`src/rtl/led_enc_pkg.sv`:
```
package led_enc_pkg;

  typedef enum logic [1:0] {
    ST_IDLE,
    ST_PRE,
    ST_BITS,
    ST_POST
  } frame_state_e;

  // nanoseconds to clock cycles, nearest cycle
  function automatic int unsigned ns_to_cycles(input longint unsigned ns,
                                               input longint unsigned clk_hz);
    longint unsigned prod;
    prod = ns * clk_hz + 64'd500_000_000;
    return int'(prod / 64'd1_000_000_000);
  endfunction

  // left-align a partial capture of n bits, zero fill below
  function automatic logic [7:0] pad_capture(input logic [7:0] bits,
                                             input logic [3:0] n);
    logic [7:0] r;
    if (n >= 4'd8) r = bits;
    else           r = bits << (4'd8 - n);
    return r;
  endfunction

  function automatic int unsigned max2(input int unsigned a, input int unsigned b);
    return (a > b) ? a : b;
  endfunction

endpackage

```
`src/rtl/led_bit_shaper.sv`:
```
module led_bit_shaper #(
  parameter int unsigned H0_CYC = 80,
  parameter int unsigned L0_CYC = 170,
  parameter int unsigned H1_CYC = 160,
  parameter int unsigned L1_CYC = 90
) (
  input  logic clk,
  input  logic rst_n,
  input  logic run,
  input  logic bit_val,
  output logic line_c,
  output logic bit_first,
  output logic bit_last
);
  localparam int unsigned P0_CYC = H0_CYC + L0_CYC;
  localparam int unsigned P1_CYC = H1_CYC + L1_CYC;
  localparam int unsigned PMAX   = led_enc_pkg::max2(P0_CYC, P1_CYC);
  localparam int unsigned CW     = $clog2(PMAX + 1);

  logic [CW-1:0] cnt;
  logic [CW-1:0] hi_len;
  logic [CW-1:0] last_idx;

  assign hi_len   = bit_val ? CW'(H1_CYC) : CW'(H0_CYC);
  assign last_idx = bit_val ? CW'(P1_CYC - 1) : CW'(P0_CYC - 1);

  always_ff @(posedge clk) begin
    if (!rst_n)               cnt <= '0;
    else if (!run)            cnt <= '0;
    else if (cnt == last_idx) cnt <= '0;
    else                      cnt <= cnt + 1'b1;
  end

  assign line_c    = run && (cnt < hi_len);
  assign bit_first = run && (cnt == '0);
  assign bit_last  = run && (cnt == last_idx);

endmodule

```
`src/rtl/led_frame_ctrl.sv`:
```
module led_frame_ctrl
  import led_enc_pkg::*;
#(
  parameter int unsigned PIX_W     = 24,
  parameter int unsigned RESET_CYC = 10000,
  parameter int unsigned LOAD_CYC  = 40
) (
  input  logic             clk,
  input  logic             rst_n,
  input  logic             frame_start,
  input  logic [PIX_W-1:0] pix_data,
  input  logic             pix_valid,
  output logic             pix_ready,
  input  logic             bit_last,
  output logic             cur_bit,
  output logic             run,
  output logic             load_c,
  output logic             frame_begin,
  output logic             frame_end
);
  localparam int unsigned GW = $clog2(RESET_CYC + 1);
  localparam int unsigned IW = $clog2(PIX_W);

  frame_state_e     state;
  logic [GW-1:0]    gap_cnt;
  logic [PIX_W-1:0] word;
  logic [IW-1:0]    bit_idx;
  logic             gap_last;
  logic             boundary;

  assign gap_last    = (gap_cnt == GW'(RESET_CYC - 1));
  assign boundary    = ((state == ST_PRE) && gap_last) ||
                       ((state == ST_BITS) && bit_last && (bit_idx == '0));
  assign pix_ready   = boundary;
  assign frame_end   = boundary && !pix_valid;
  assign frame_begin = (state == ST_IDLE) && frame_start;
  assign run         = (state == ST_BITS);
  assign cur_bit     = word[PIX_W-1];
  assign load_c      = (state == ST_PRE) && (gap_cnt < GW'(LOAD_CYC));

  always_ff @(posedge clk) begin
    if (!rst_n) begin
      state   <= ST_IDLE;
      gap_cnt <= '0;
      word    <= '0;
      bit_idx <= '0;
    end else begin
      case (state)
        ST_IDLE: begin
          gap_cnt <= '0;
          if (frame_start) state <= ST_PRE;
        end
        ST_PRE: begin
          if (gap_last) begin
            gap_cnt <= '0;
            if (pix_valid) begin
              word    <= pix_data;
              bit_idx <= IW'(PIX_W - 1);
              state   <= ST_BITS;
            end else begin
              state <= ST_POST;
            end
          end else begin
            gap_cnt <= gap_cnt + 1'b1;
          end
        end
        ST_BITS: begin
          if (bit_last) begin
            if (bit_idx == '0) begin
              if (pix_valid) begin
                word    <= pix_data;
                bit_idx <= IW'(PIX_W - 1);
              end else begin
                state <= ST_POST;
              end
            end else begin
              word    <= word << 1;
              bit_idx <= bit_idx - 1'b1;
            end
          end
        end
        ST_POST: begin
          if (gap_last) begin
            gap_cnt <= '0;
            state   <= ST_IDLE;
          end else begin
            gap_cnt <= gap_cnt + 1'b1;
          end
        end
        default: state <= ST_IDLE;
      endcase
    end
  end

endmodule

```
`src/rtl/led_readback_capture.sv`:
```
module led_readback_capture
  import led_enc_pkg::*;
#(
  parameter int unsigned CAP_BITS = 8
) (
  input  logic       clk,
  input  logic       rst_n,
  input  logic       clear,
  input  logic       rise_evt,
  input  logic       frame_end,
  input  logic       ser_in,
  output logic [7:0] rb_byte,
  output logic       rb_strobe
);
  logic [7:0] shreg;
  logic [3:0] cnt;
  logic       full;

  assign full = (cnt >= 4'(CAP_BITS));

  always_ff @(posedge clk) begin
    if (!rst_n) begin
      shreg     <= '0;
      cnt       <= '0;
      rb_byte   <= '0;
      rb_strobe <= 1'b0;
    end else begin
      rb_strobe <= 1'b0;
      if (clear) begin
        shreg <= '0;
        cnt   <= '0;
      end else if (rise_evt && !full) begin
        shreg <= {shreg[6:0], ser_in};
        cnt   <= cnt + 1'b1;
        if (cnt == 4'(CAP_BITS - 1)) begin
          rb_byte   <= {shreg[6:0], ser_in};
          rb_strobe <= 1'b1;
        end
      end else if (frame_end && !full) begin
        rb_byte   <= pad_capture(shreg, cnt);
        rb_strobe <= 1'b1;
        cnt       <= 4'(CAP_BITS);
      end
    end
  end

endmodule

```
`src/rtl/led_strand_encoder.sv`:
```
module led_strand_encoder #(
  parameter int unsigned CLK_HZ   = 200_000_000,
  parameter int unsigned PIX_W    = 24,
  parameter int unsigned T0H_NS   = 400,
  parameter int unsigned T0L_NS   = 850,
  parameter int unsigned T1H_NS   = 800,
  parameter int unsigned T1L_NS   = 450,
  parameter int unsigned RESET_NS = 50000,
  parameter int unsigned LOAD_NS  = 200,
  parameter int unsigned SETUP_NS = 100
) (
  input  logic             clk,
  input  logic             rst_n,
  input  logic [PIX_W-1:0] pix_data,
  input  logic             pix_valid,
  output logic             pix_ready,
  input  logic             frame_start,
  output logic             led_dout,
  output logic             sr_load_n,
  input  logic             sr_serial_in,
  output logic [7:0]       rb_byte,
  output logic             rb_strobe
);
  localparam int unsigned H0_CYC    = led_enc_pkg::ns_to_cycles(T0H_NS, CLK_HZ);
  localparam int unsigned L0_CYC    = led_enc_pkg::ns_to_cycles(T0L_NS, CLK_HZ);
  localparam int unsigned H1_CYC    = led_enc_pkg::ns_to_cycles(T1H_NS, CLK_HZ);
  localparam int unsigned L1_CYC    = led_enc_pkg::ns_to_cycles(T1L_NS, CLK_HZ);
  localparam int unsigned RESET_CYC = led_enc_pkg::ns_to_cycles(RESET_NS, CLK_HZ);
  localparam int unsigned LOAD_CYC  = led_enc_pkg::ns_to_cycles(LOAD_NS, CLK_HZ);
  localparam int unsigned SETUP_CYC = led_enc_pkg::ns_to_cycles(SETUP_NS, CLK_HZ);
  localparam int unsigned P0_CYC    = H0_CYC + L0_CYC;
  localparam int unsigned P1_CYC    = H1_CYC + L1_CYC;

  // named internal events
  logic line_c;
  logic load_c;
  logic run;
  logic cur_bit;
  logic rise_evt;
  logic bit_last_evt;
  logic frame_begin_evt;
  logic frame_end_evt;

  led_frame_ctrl #(
    .PIX_W    (PIX_W),
    .RESET_CYC(RESET_CYC),
    .LOAD_CYC (LOAD_CYC)
  ) u_ctrl (
    .clk        (clk),
    .rst_n      (rst_n),
    .frame_start(frame_start),
    .pix_data   (pix_data),
    .pix_valid  (pix_valid),
    .pix_ready  (pix_ready),
    .bit_last   (bit_last_evt),
    .cur_bit    (cur_bit),
    .run        (run),
    .load_c     (load_c),
    .frame_begin(frame_begin_evt),
    .frame_end  (frame_end_evt)
  );

  led_bit_shaper #(
    .H0_CYC(H0_CYC),
    .L0_CYC(L0_CYC),
    .H1_CYC(H1_CYC),
    .L1_CYC(L1_CYC)
  ) u_shaper (
    .clk      (clk),
    .rst_n    (rst_n),
    .run      (run),
    .bit_val  (cur_bit),
    .line_c   (line_c),
    .bit_first(rise_evt),
    .bit_last (bit_last_evt)
  );

  led_readback_capture #(
    .CAP_BITS(8)
  ) u_cap (
    .clk      (clk),
    .rst_n    (rst_n),
    .clear    (frame_begin_evt),
    .rise_evt (rise_evt),
    .frame_end(frame_end_evt),
    .ser_in   (sr_serial_in),
    .rb_byte  (rb_byte),
    .rb_strobe(rb_strobe)
  );

  // output stage: line and load leave through flops
  always_ff @(posedge clk) begin
    if (!rst_n) begin
      led_dout  <= 1'b0;
      sr_load_n <= 1'b1;
    end else begin
      led_dout  <= line_c;
      sr_load_n <= !load_c;
    end
  end

endmodule

```
`config.mk`:
```
export PLATFORM = sky130hd
export DESIGN_NAME = led_strand_encoder
export DESIGN_NICKNAME = d
export VERILOG_FILES = /design/src/rtl/led_enc_pkg.sv /design/src/rtl/led_bit_shaper.sv /design/src/rtl/led_frame_ctrl.sv /design/src/rtl/led_readback_capture.sv /design/src/rtl/led_strand_encoder.sv
export SDC_FILE = /design/constraint.sdc
export NUM_CORES = 1
export LEC_CHECK = 0
export ABC_AREA = 1
export ABC_CLOCK_PERIOD_IN_PS = 2280
export BUFFER_PORTS_ARGS = -buffer_cell sky130_fd_sc_hd__buf_2
export CAP_MARGIN = 20
export CORE_UTILIZATION = 50
export DETAILED_ROUTE_END_ITERATION = 10
export GPL_TIMING_DRIVEN = 0
export PLACE_DENSITY_LB_ADDON = 0.12
export SYNTH_ARGS = -nofsm -noshare
export SYNTH_HDL_FRONTEND = slang
export SYNTH_HIERARCHICAL = 1
export SYNTH_SLANG_ARGS = --single-unit
```
`constraint.sdc`:
```
create_clock -name clk -period 2.28 [get_ports clk]
set_clock_uncertainty 0.2 [all_clocks]
set_input_delay 0.114 -clock clk [delete_from_list [all_inputs] [get_ports clk]]
set_output_delay 0.114 -clock clk [all_outputs]
set_load 0.02 [all_outputs]
```
After elaboration in Yosys (flattened, before gate mapping)
Cells that the tools add are included.
- register bits after elaboration: 76
- input port bits: 29
- output and inout bits: 12
- $add $sub $neg: 5
- order comparisons: 3
- equal/unequal tests: 13
- shifts and indexed selects: 1
- muxes and demuxes: 30
- bitwise logic cells: 3
- reduce and logical (&&, ||, !) cells: 27
- operators with widths (operator ; count):
    2-to-1 mux 24 bit ; 4
    one-hot mux 24 bit (2 select lines) ; 1
    2-to-1 mux 8 bit ; 5
    one-hot mux 14 bit (2 select lines) ; 1
    2-to-1 mux 5 bit ; 4
    adder 14 x 1 -> 14 bit, second input constant ; 1
    equality test 14 bit, second input constant ; 1
    < comparator 14 x 6 -> 1 bit, second input constant ; 1
    2-to-1 mux 14 bit ; 1
    2-to-1 mux 2 bit ; 6
    logical AND 1 bit ; 11
    inequality test 2 bit, second input constant ; 5
    one-hot mux 5 bit (2 select lines) ; 1
    adder 8 x 1 -> 8 bit, second input constant ; 1
    equality test 8 bit, second input constant ; 1
    zero test 8 bit ; 1
    < comparator 8 bit ; 1
    2-to-1 mux 4 bit ; 2
    one-hot mux 2 bit (4 select lines) ; 1
    left shift 8 x 4 -> 8 bit ; 1
    AND reduction 3 bit ; 2
    AND reduction 6 bit ; 1
    nonzero test 2 bit ; 3
    zero test 5 bit ; 1
    other kinds (15) ; 25

Longest topological paths before layout
Gate-level depths: netlist (run 1).
- depth in word-level cells: 9
- gate-level depth with buffers: 16

Cells and area by module
The synthesis (run 1) kept the hierarchy.
- by module, submodules not included (module ; times used ; cells an instance ; area each (um^2)):
    led_frame_ctrl ; 1 ; 439 ; 2751.4
    led_readback_capture ; 1 ; 199 ; 1234.9
    led_bit_shaper ; 1 ; 75 ; 513.0
    led_strand_encoder ; 1 ; 5 ; 51.3

Worst setup path before layout (run 1)
Ideal clock, no wire load.
- kind: reg-to-reg
- start: register u_ctrl.state[0]
- end: register u_cap.rb_byte[0]
- library setup time: 0.124 ns
- arrival time: 1.793 ns
- data required time: 1.956 ns
- setup slack: 0.163 ns
- cell stages (with the launch flop): 14
- path buffers: 0
- cells stage by stage: dfxtp_1 -> inv_1 -> ha_1 -> inv_1 -> nor2_1 -> inv_1 -> nor2_1 -> nand2_1 -> a21oi_1 -> o21ai_1 -> a21oi_4 -> nand2_2 -> nor2_1 -> a22oi_1
- word-level cells in the longest chain between the ends: 9
- elaborated cells on any way between the ends: 18
- classes of those cells: eq/ne: 3; mux: 1; bitwise: 1; reduce/logical: 13
- ends and longest elaborated chain (item ; RTL line ; RTL):
    start, declared ; led_frame_ctrl.sv:24 ; frame_state_e state;
    start signal, assigned ; led_frame_ctrl.sv:43 ; state <= ST_IDLE;
    start signal, assigned ; led_frame_ctrl.sv:51 ; if (frame_start) state <= ST_PRE;
    start signal, assigned ; led_frame_ctrl.sv:59 ; state <= ST_BITS;
    equality test 2 bit ; led_frame_ctrl.sv:37 ; assign run = (state == ST_BITS);
    named net run ; led_strand_encoder.sv:37 ; logic run;
    logical AND 1 bit ; led_bit_shaper.sv:36 ; assign bit_last = run && (cnt == last_idx);
    named net bit_last_evt ; led_strand_encoder.sv:40 ; logic bit_last_evt;
    logical AND 1 bit (2 in series) ; led_frame_ctrl.sv:33 ; ((state == ST_BITS) && bit_last && (bit_idx == '0));
    logical OR 1 bit ; led_frame_ctrl.sv:32 ; assign boundary = ((state == ST_PRE) && gap_last) ||
    logical AND 1 bit ; led_frame_ctrl.sv:35 ; assign frame_end = boundary && !pix_valid;
    named net frame_end_evt ; led_strand_encoder.sv:42 ; logic frame_end_evt;
    logical AND 1 bit ; led_readback_capture.sv:39 ; end else if (frame_end && !full) begin
    nonzero test 2 bit (no source line) ; - ;
    AND reduction 3 bit (no source line) ; - ;
    end signal, assigned ; led_readback_capture.sv:36 ; rb_byte <= {shreg[6:0], ser_in};
    end signal, assigned ; led_readback_capture.sv:40 ; rb_byte <= pad_capture(shreg, cnt);
    end, declared ; led_readback_capture.sv:12 ; output logic [7:0] rb_byte,
The timed path passes the listed nets, and every way through them passes these cells.
A chain may end at the register's enable or synchronous reset.

Worst setup path in the final report (run 1)
- start: register u_ctrl.state[0]
- end: register u_cap.rb_byte[2]
The elaborated chain is that of the path after synthesis.

==> results of run 1 <==
-- critical path: cells and delay by family (launching register included) --
kind / cells / cell delay, ns
AO/OA/AOI/OAI: 4 / 0.59
AND/OR/NAND/NOR: 5 / 0.57
flip-flops: 1 / 0.36
buffers and inverters: 3 / 0.22
adder cells (fa/ha/maj): 1 / 0.18
-- cell type report --
| class | instances | share of cell area |
|---|---|---|
| plain buffers | 24 | 0.0250 |
| clock buffers | 11 | 0.0255 |
| clock inverters | 5 | 0.0106 |
| inverters | 113 | 0.0768 |
| multi-input cells | 505 | 0.466 |
| flip-flops and latches | 76 | 0.276 |
| well taps | 108 | 0.0243 |
| repair buffers | 75 | 0.0951 |
-- cell usage in the layout, fill, tap and decap left out, types with 3 or more instances in the layout --
cell type	count
a21oi_1	22
a21oi_2	4
a22oi_1	4
buf_2	52
buf_4	13
clkbuf_1	3
clkbuf_2	3
clkbuf_8	10
dfxtp_1	67
dfxtp_2	8
dlygate4sd3_1	26
ha_1	12
ha_4	3
inv_1	98
inv_2	14
nand2_1	217
nand2_2	5
nand2_4	4
nand3_1	39
nand4_1	29
nor2_1	73
nor2_2	11
nor2_4	5
nor3_1	9
o21a_1	4
o21ai_0	36
xnor2_1	3
xor2_1	9
-- cells by family (layout without fill, tap and decap cells) --
| logic type | after synthesis | count (layout) | synth area share |
|---|---|---|---|
| simple gates | 400 | 401 | 0.382 |
| buf+inv | 138 | 228 | 0.124 |
| compound gates | 76 | 76 | 0.0929 |
| flops | 76 | 76 | 0.334 |
| fa+ha+maj | 16 | 16 | 0.0440 |
| xor+xnor | 12 | 12 | 0.0231 |
-- report_power, final --
group          internal, W  leakage (nW)  switching, W  total, W
Sequential         0.00149         0.618      0.000112   0.00160
Combinational     0.000584          1.76       0.00105   0.00163
Clock             0.000538        0.0959      0.000516   0.00105
-- flip-flops by register name (all words and copies together) (netlist names) --
register         flops
u_ctrl/word         24
u_ctrl/gap_cnt      14
u_cap/rb_byte        8
u_cap/shreg          8
u_shaper/cnt         8
u_ctrl/bit_idx       5
u_cap/cnt            4
u_ctrl/state         2
led_dout             1
sr_load_n            1
u_cap/rb_strobe      1
-- routing by layer --
metal / GRT usage / wire length, µm
met3: 0.0403 / 421
met1: 0.297 / 5150
met5: 0 / 0
met4: 0.0916 / 142
met2: 0.426 / 5710
-- path summary, 6_finish.rpt --
path | depth (start not counted) | from | to
min | 5 | frame_start | u_cap/shreg[5]
max reg2reg | 13 | u_ctrl/state[0] | u_cap/rb_byte[2]
min reg2reg | 1 | u_shaper/cnt[0] | u_shaper/cnt[0]
max | 13 | u_ctrl/state[0] | u_cap/rb_byte[2]
-- timing repair --
item,CTS,global route
setup buffers,4,5
cloned,1,0
gates resized for setup,11,38
hold buffers,26,0
pin swaps,4,12
setup endpoints to repair,37,24
hold endpoints to repair,28,0
-- per-stage QoR --
stage          std cells  area, µm²  TNS (ns)
2_1_floorplan        718       4550         0
3_3_place_gp         866       4890     -2.72
3_5_place_dp         866       4890     -3.72
4_1_cts              912       5410   -0.0115
5_1_grt              917       5550    -0.537
6_report             917       5550         0
==> run_results.csv, run 1 <==
group,metric,value,unit
layout,drive_above_1_share,0.183,
sta,finalHoldViolations,0,
sta,worst_pin_slew,0.455,ns
floorplanning,initial_core_util,0.519,
synthesis,synth_top_area_frac,0.334,
cts,h-tree-depth,3,
sta,period_needed,2.21,ns
cts,tritoncts,"done",
cts,insertion_delay,0.35,ns
pwr,power-per-cell-area,771,nW/µm²
floorplanning,row_count,34,
sta,holdWs,0.0656,ns
pwr,p_leak,2.47,nW
worst_setup_path,criticalPathCategory,"flop to flop",
worst_setup_path,end_kind,"flop",
sta,fin_ws,0.0697,ns
worst_hold_path,hp-class,"primary input to flop",
layout,area_growth,22.0,%
sta,drv_slew,0,
layout,nNetsFinal,849,
synthesis,ys_seq_area_frac,0.334,
synthesis,yosysMostFrequentCell,"nand2_1",
drt,viasPerCell,5.11,
cts,clock_sinks,76,
cts,cts.clk_slew.worst_paths,0.09,ns
sta,timing.fmax,0.452,GHz
worst_setup_path,cpMaxStageDelayCell,"dfxtp_2",
synthesis,yosys_register_bits,76,
worst_setup_path,cp-start-kind,"flop",
synthesis,ys_types,33,
placement,post-place-ws,-0.315,ns
cts,clockBufferDepth,2,
synthesis,yosys-top-cells-area,"dfxtp_1, nand2_1, inv_1",
synthesis,synth_top_area_cell,"dfxtp_1",
synthesis,async_flop_share,0,
drt,drt_first_pass_iters,4,
worst_setup_path,arrival,2.25,ns
floorplanning,ios,41,
drt,ant_nets,0,
synthesis,ys_top_cells_by_count,"nand2_1, inv_1, nor2_1",
synthesis,syn-num-nets,763,
layout,regArea,1540,µm²
global_routing,grt-ovfl-total,0,
global_routing,grt_pass1_wl,19.1,mm
global_routing,grt_util_all_layers,0.243,
layout,n_antenna_cell,0,
worst_setup_path,worstPathRequired,2.32,ns
global_routing,antenna_found_initial,0,
layout,multi_input_area,2590,µm²
drt,drc,0,
synthesis,synth_warnings,6,
sta,fin_crit_sh,0.969,
floorplanning,die_area,9490,µm²
drt,finalWirelength,11.4,mm
global_routing,grt_max_degree,14,
global_routing,grt_pass1_vias,4377,
drt,routedWlPerCell,12.5,µm
worst_setup_path,cpPeakStageDelay,0.36,ns
floorplanning,fp.dieW,97.4,µm
run_status,status,"complete, no violations",
layout,post-route-util,0.634,
placement,io_buffers,40,
synthesis,netlist_instances,718,
layout,n_fill_cell,817,
sta,rsz0062_at_grt,"true",
cts,cts_made_buffers,9,
run,maxCapViolCount,0,
synthesis,synth-edff-count,0,
synthesis,netlist_area,4550,µm²
placement,hpwl,7.70,mm
worst_setup_path,r2r_slack,0.07,ns
pwr,ir_drop,371,µV
synthesis,synth.avg_cell_area,6.34,µm²
floorplanning,core_area,8760,µm²
sta,maxSlewHeadroom,0.697,
sta,setup_viol,0,
drt,vias,4690,
placement,gp_congestion,0.944,
synthesis,synth_flop_cell,"dfxtp_1",
drt,drt_iter0_drc,281,
cts,ctsRootBufferMaster,"clkbuf_8",
floorplanning,die_h,97.4,µm
worst_setup_path,path_max_fanout,8,
worst_setup_path,path_cells,"inv_4 -> ha_4 -> inv_1 -> nor2_2 -> inv_1 -> nor2_1 -> nand2_1 -> a21oi_2 -> o21ai_2 -> a21oi_4 -> nand2_4 -> nor2_2 -> a22oi_1",
pwr,finalPower,0.00428,W
No activity file was read; power rests on OpenSTA's default activity.
==> inputs of run 2 (changes only) <==
--- a/config.mk
+++ b/config.mk
@@ -9,7 +9,9 @@
 export ABC_CLOCK_PERIOD_IN_PS = 2280
 export BUFFER_PORTS_ARGS = -buffer_cell sky130_fd_sc_hd__buf_2
 export CAP_MARGIN = 20
-export CORE_UTILIZATION = 50
+export CELL_PAD_IN_SITES_DETAIL_PLACEMENT = 0
+export CELL_PAD_IN_SITES_GLOBAL_PLACEMENT = 1
+export CORE_UTILIZATION = 38
 export DETAILED_ROUTE_END_ITERATION = 10
 export GPL_TIMING_DRIVEN = 0
 export PLACE_DENSITY_LB_ADDON = 0.12
==> run 2 against run 1 <==
Net effect:
- maximum frequency shrank 1.2%
- clock power grew 41%
- worst hold slack lost 0.014 ns
- global-route usage shrank 4.2 points
- combinational power is essentially flat
- power grew 9.2%
- sequential power is essentially flat
==> run_results.csv, run 2 (same netlist as run 1, synthesis figures left out) <==
group,metric,value,unit
drt,vias,4622,
cts,insertion_delay,0.34,ns
layout,nNetsFinal,849,
worst_hold_path,hold_start,"pix_valid",
floorplanning,row_count,39,
global_routing,grt_pass1_vias,4238,
layout,post-route-util,0.490,
pwr,ir_drop,372,µV
cts,clock_sinks,76,
cts,tritoncts,"done",
placement,io_buffers,40,
global_routing,grt_pass1_wl,19.9,mm
worst_setup_path,path_max_fanout,8,
run,maxCapViolCount,0,
cts,ctsRootBufferMaster,"clkbuf_16",
global_routing,grt_max_degree,13,
layout,regMostFlops,"u_ctrl/word",
worst_setup_path,r2r_slack,0.04,ns
worst_setup_path,reg2reg_depth,15,
pwr,p_leak,2.52,nW
layout,n_antenna_cell,0,
layout,layout.cells.non_filler,952,
drt,finalWirelength,11.8,mm
floorplanning,core_area,11600,µm²
global_routing,grt_util_all_layers,0.201,
cts,cts.clk_slew.worst_paths,0.06,ns
drt,viasPerCell,4.86,
run_status,status,"complete, no violations",
global_routing,antenna_found_initial,0,
cts,h-tree-depth,3,
layout,largest_register_ffs,24,
worst_setup_path,cp-start-kind,"flop",
worst_setup_path,criticalPathCategory,"flop to flop",
drt,drt_first_pass_iters,4,
placement,hpwl,8.24,mm
drt,routedWlPerCell,12.4,µm
sta,fin_crit_sh,0.981,
sta,maxSlewHeadroom,0.687,
sta,timing.fmax,0.447,GHz
layout,drive_above_1_share,0.171,
cts,clockBufferDepth,2,
worst_setup_path,reg2reg_to,"u_cap/rb_byte[0]",
layout,largestRegisters,"u_ctrl/word x24, u_ctrl/gap_cnt x14",
floorplanning,die_area,12400,µm²
floorplanning,die_h,111,µm
sta,setup_viol,0,
sta,fin_tns_setup,0,ns
cts,cts_made_buffers,9,
layout,layout_common_cells,"nand2_1, inv_1, nor2_1",
layout,layout_commonest_cell,"nand2_1",
sta,worst_pin_slew,0.469,ns
floorplanning,initial_core_util,0.393,
worst_hold_path,holdPathEnd,"u_ctrl/word[0]",
placement,dpl_cell_area,4930,µm²
drt,drt_iter0_drc,250,
worst_hold_path,min_path_cells,5,
pwr,power-per-cell-area,825,nW/µm²
layout,fin_area,5670,µm²
layout,n_fill_cell,1207,
worst_setup_path,end_kind,"flop",
layout,area_growth,24.6,%
floorplanning,fp.dieW,111,µm
worst_setup_path,arrival,2.26,ns
worst_hold_path,hp-class,"primary input to flop",
drt,ant_nets,0,
sta,drv_slew,0,
floorplanning,ios,41,
global_routing,grt-ovfl-total,0,
sta,period_needed,2.24,ns
sta,rsz0062_at_grt,"true",
sta,finalHoldViolations,0,
worst_setup_path,worstPathRequired,2.30,ns
worst_setup_path,r2r-start,"u_shaper/cnt[1]",
drt,drc,0,
placement,gp_congestion,0.825,
placement,dp_cells,901,
[run 2: worst max-delay path by stage]
stage	cells after the start	slack (ns)	start	endpoint
floorplan	13	0.16	u_ctrl/state[0]	u_cap/rb_byte[0]
global placement	13	-0.30	u_ctrl/state[0]	u_cap/rb_byte[7]
detailed placement	13	-0.35	u_ctrl/state[0]	u_cap/rb_byte[7]
CTS	15	0.003	u_shaper/cnt[1]	u_cap/rb_byte[1]
global route	15	-0.10	u_shaper/cnt[1]	u_cap/rb_byte[0]
finish	15	0.04	u_shaper/cnt[1]	u_cap/rb_byte[0]
[run 2: worst max-delay path, stage by stage (launching register included)]
cell and delay (ns):
dfxtp_2 0.33, inv_2 0.07, ha_4 0.12, inv_2 0.03
nor2_2 0.10, nand2_2 0.08, nor2_4 0.11, inv_2 0.05
nor2_1 0.08, nand2_1 0.08, a21oi_2 0.17, o21ai_2 0.09
a21oi_4 0.26, nand2_4 0.16, nor2_1 0.13, a22oi_1 0.07
[run 2: final cells by class]
| class | instances | area, µm² | share of cell area |
|---|---|---|---|
| Multi-Input combinational cell | 505 | 2560 | 0.451 |
| Tap cell | 143 | 179 | 0.0316 |
| Timing Repair Buffer | 75 | 531 | 0.0936 |
| Inverter | 113 | 427 | 0.0753 |
| Sequential cell | 76 | 1530 | 0.270 |
| Clock inverter | 4 | 47.5 | 0.00839 |
| Clock buffer | 12 | 256 | 0.0453 |
| Buffer | 24 | 138 | 0.0243 |
[run 2: where the power goes]
group	total, W	leakage (nW)	switching (W)	internal [W]
clock	0.00148	0.149	0.000576	0.000904
combinational	0.00160	1.76	0.00103	0.000566
sequential	0.00160	0.618	0.000110	0.00149
[run 2: through the flow]
stage                     setup slack, ns  hold slack [ns]  total power, W
after floorplan                     0.163          -0.0173         0.00269
after global placement             -0.302            0.152         0.00304
after detailed placement           -0.349            0.156         0.00307
after CTS                         0.00295           0.0371         0.00467
after global routing               -0.104           0.0797         0.00500
final                              0.0423           0.0511         0.00468
[run 2: routing by layer]
metal / GRT usage / wire [µm] / share of wire / up-vias
li1: - / - / - / 2425
met1: 0.251 / 5590 / 0.47 / 2100
met2: 0.338 / 5600 / 0.47 / 80
met3: 0.0376 / 390 / 0.033 / 17
met4: 0.0847 / 252 / 0.021 / 0
met5: 0 / 0 / 0 / -
[run 2: what timing repair did]
item                                   CTS  global route
hold buffers                            26             0
endpoints found under the hold margin   27             0
setup buffers                            4             5
pin swaps                                6            10
cloned                                   1             0
gates resized for setup                 14            23
setup endpoints to repair               40            27
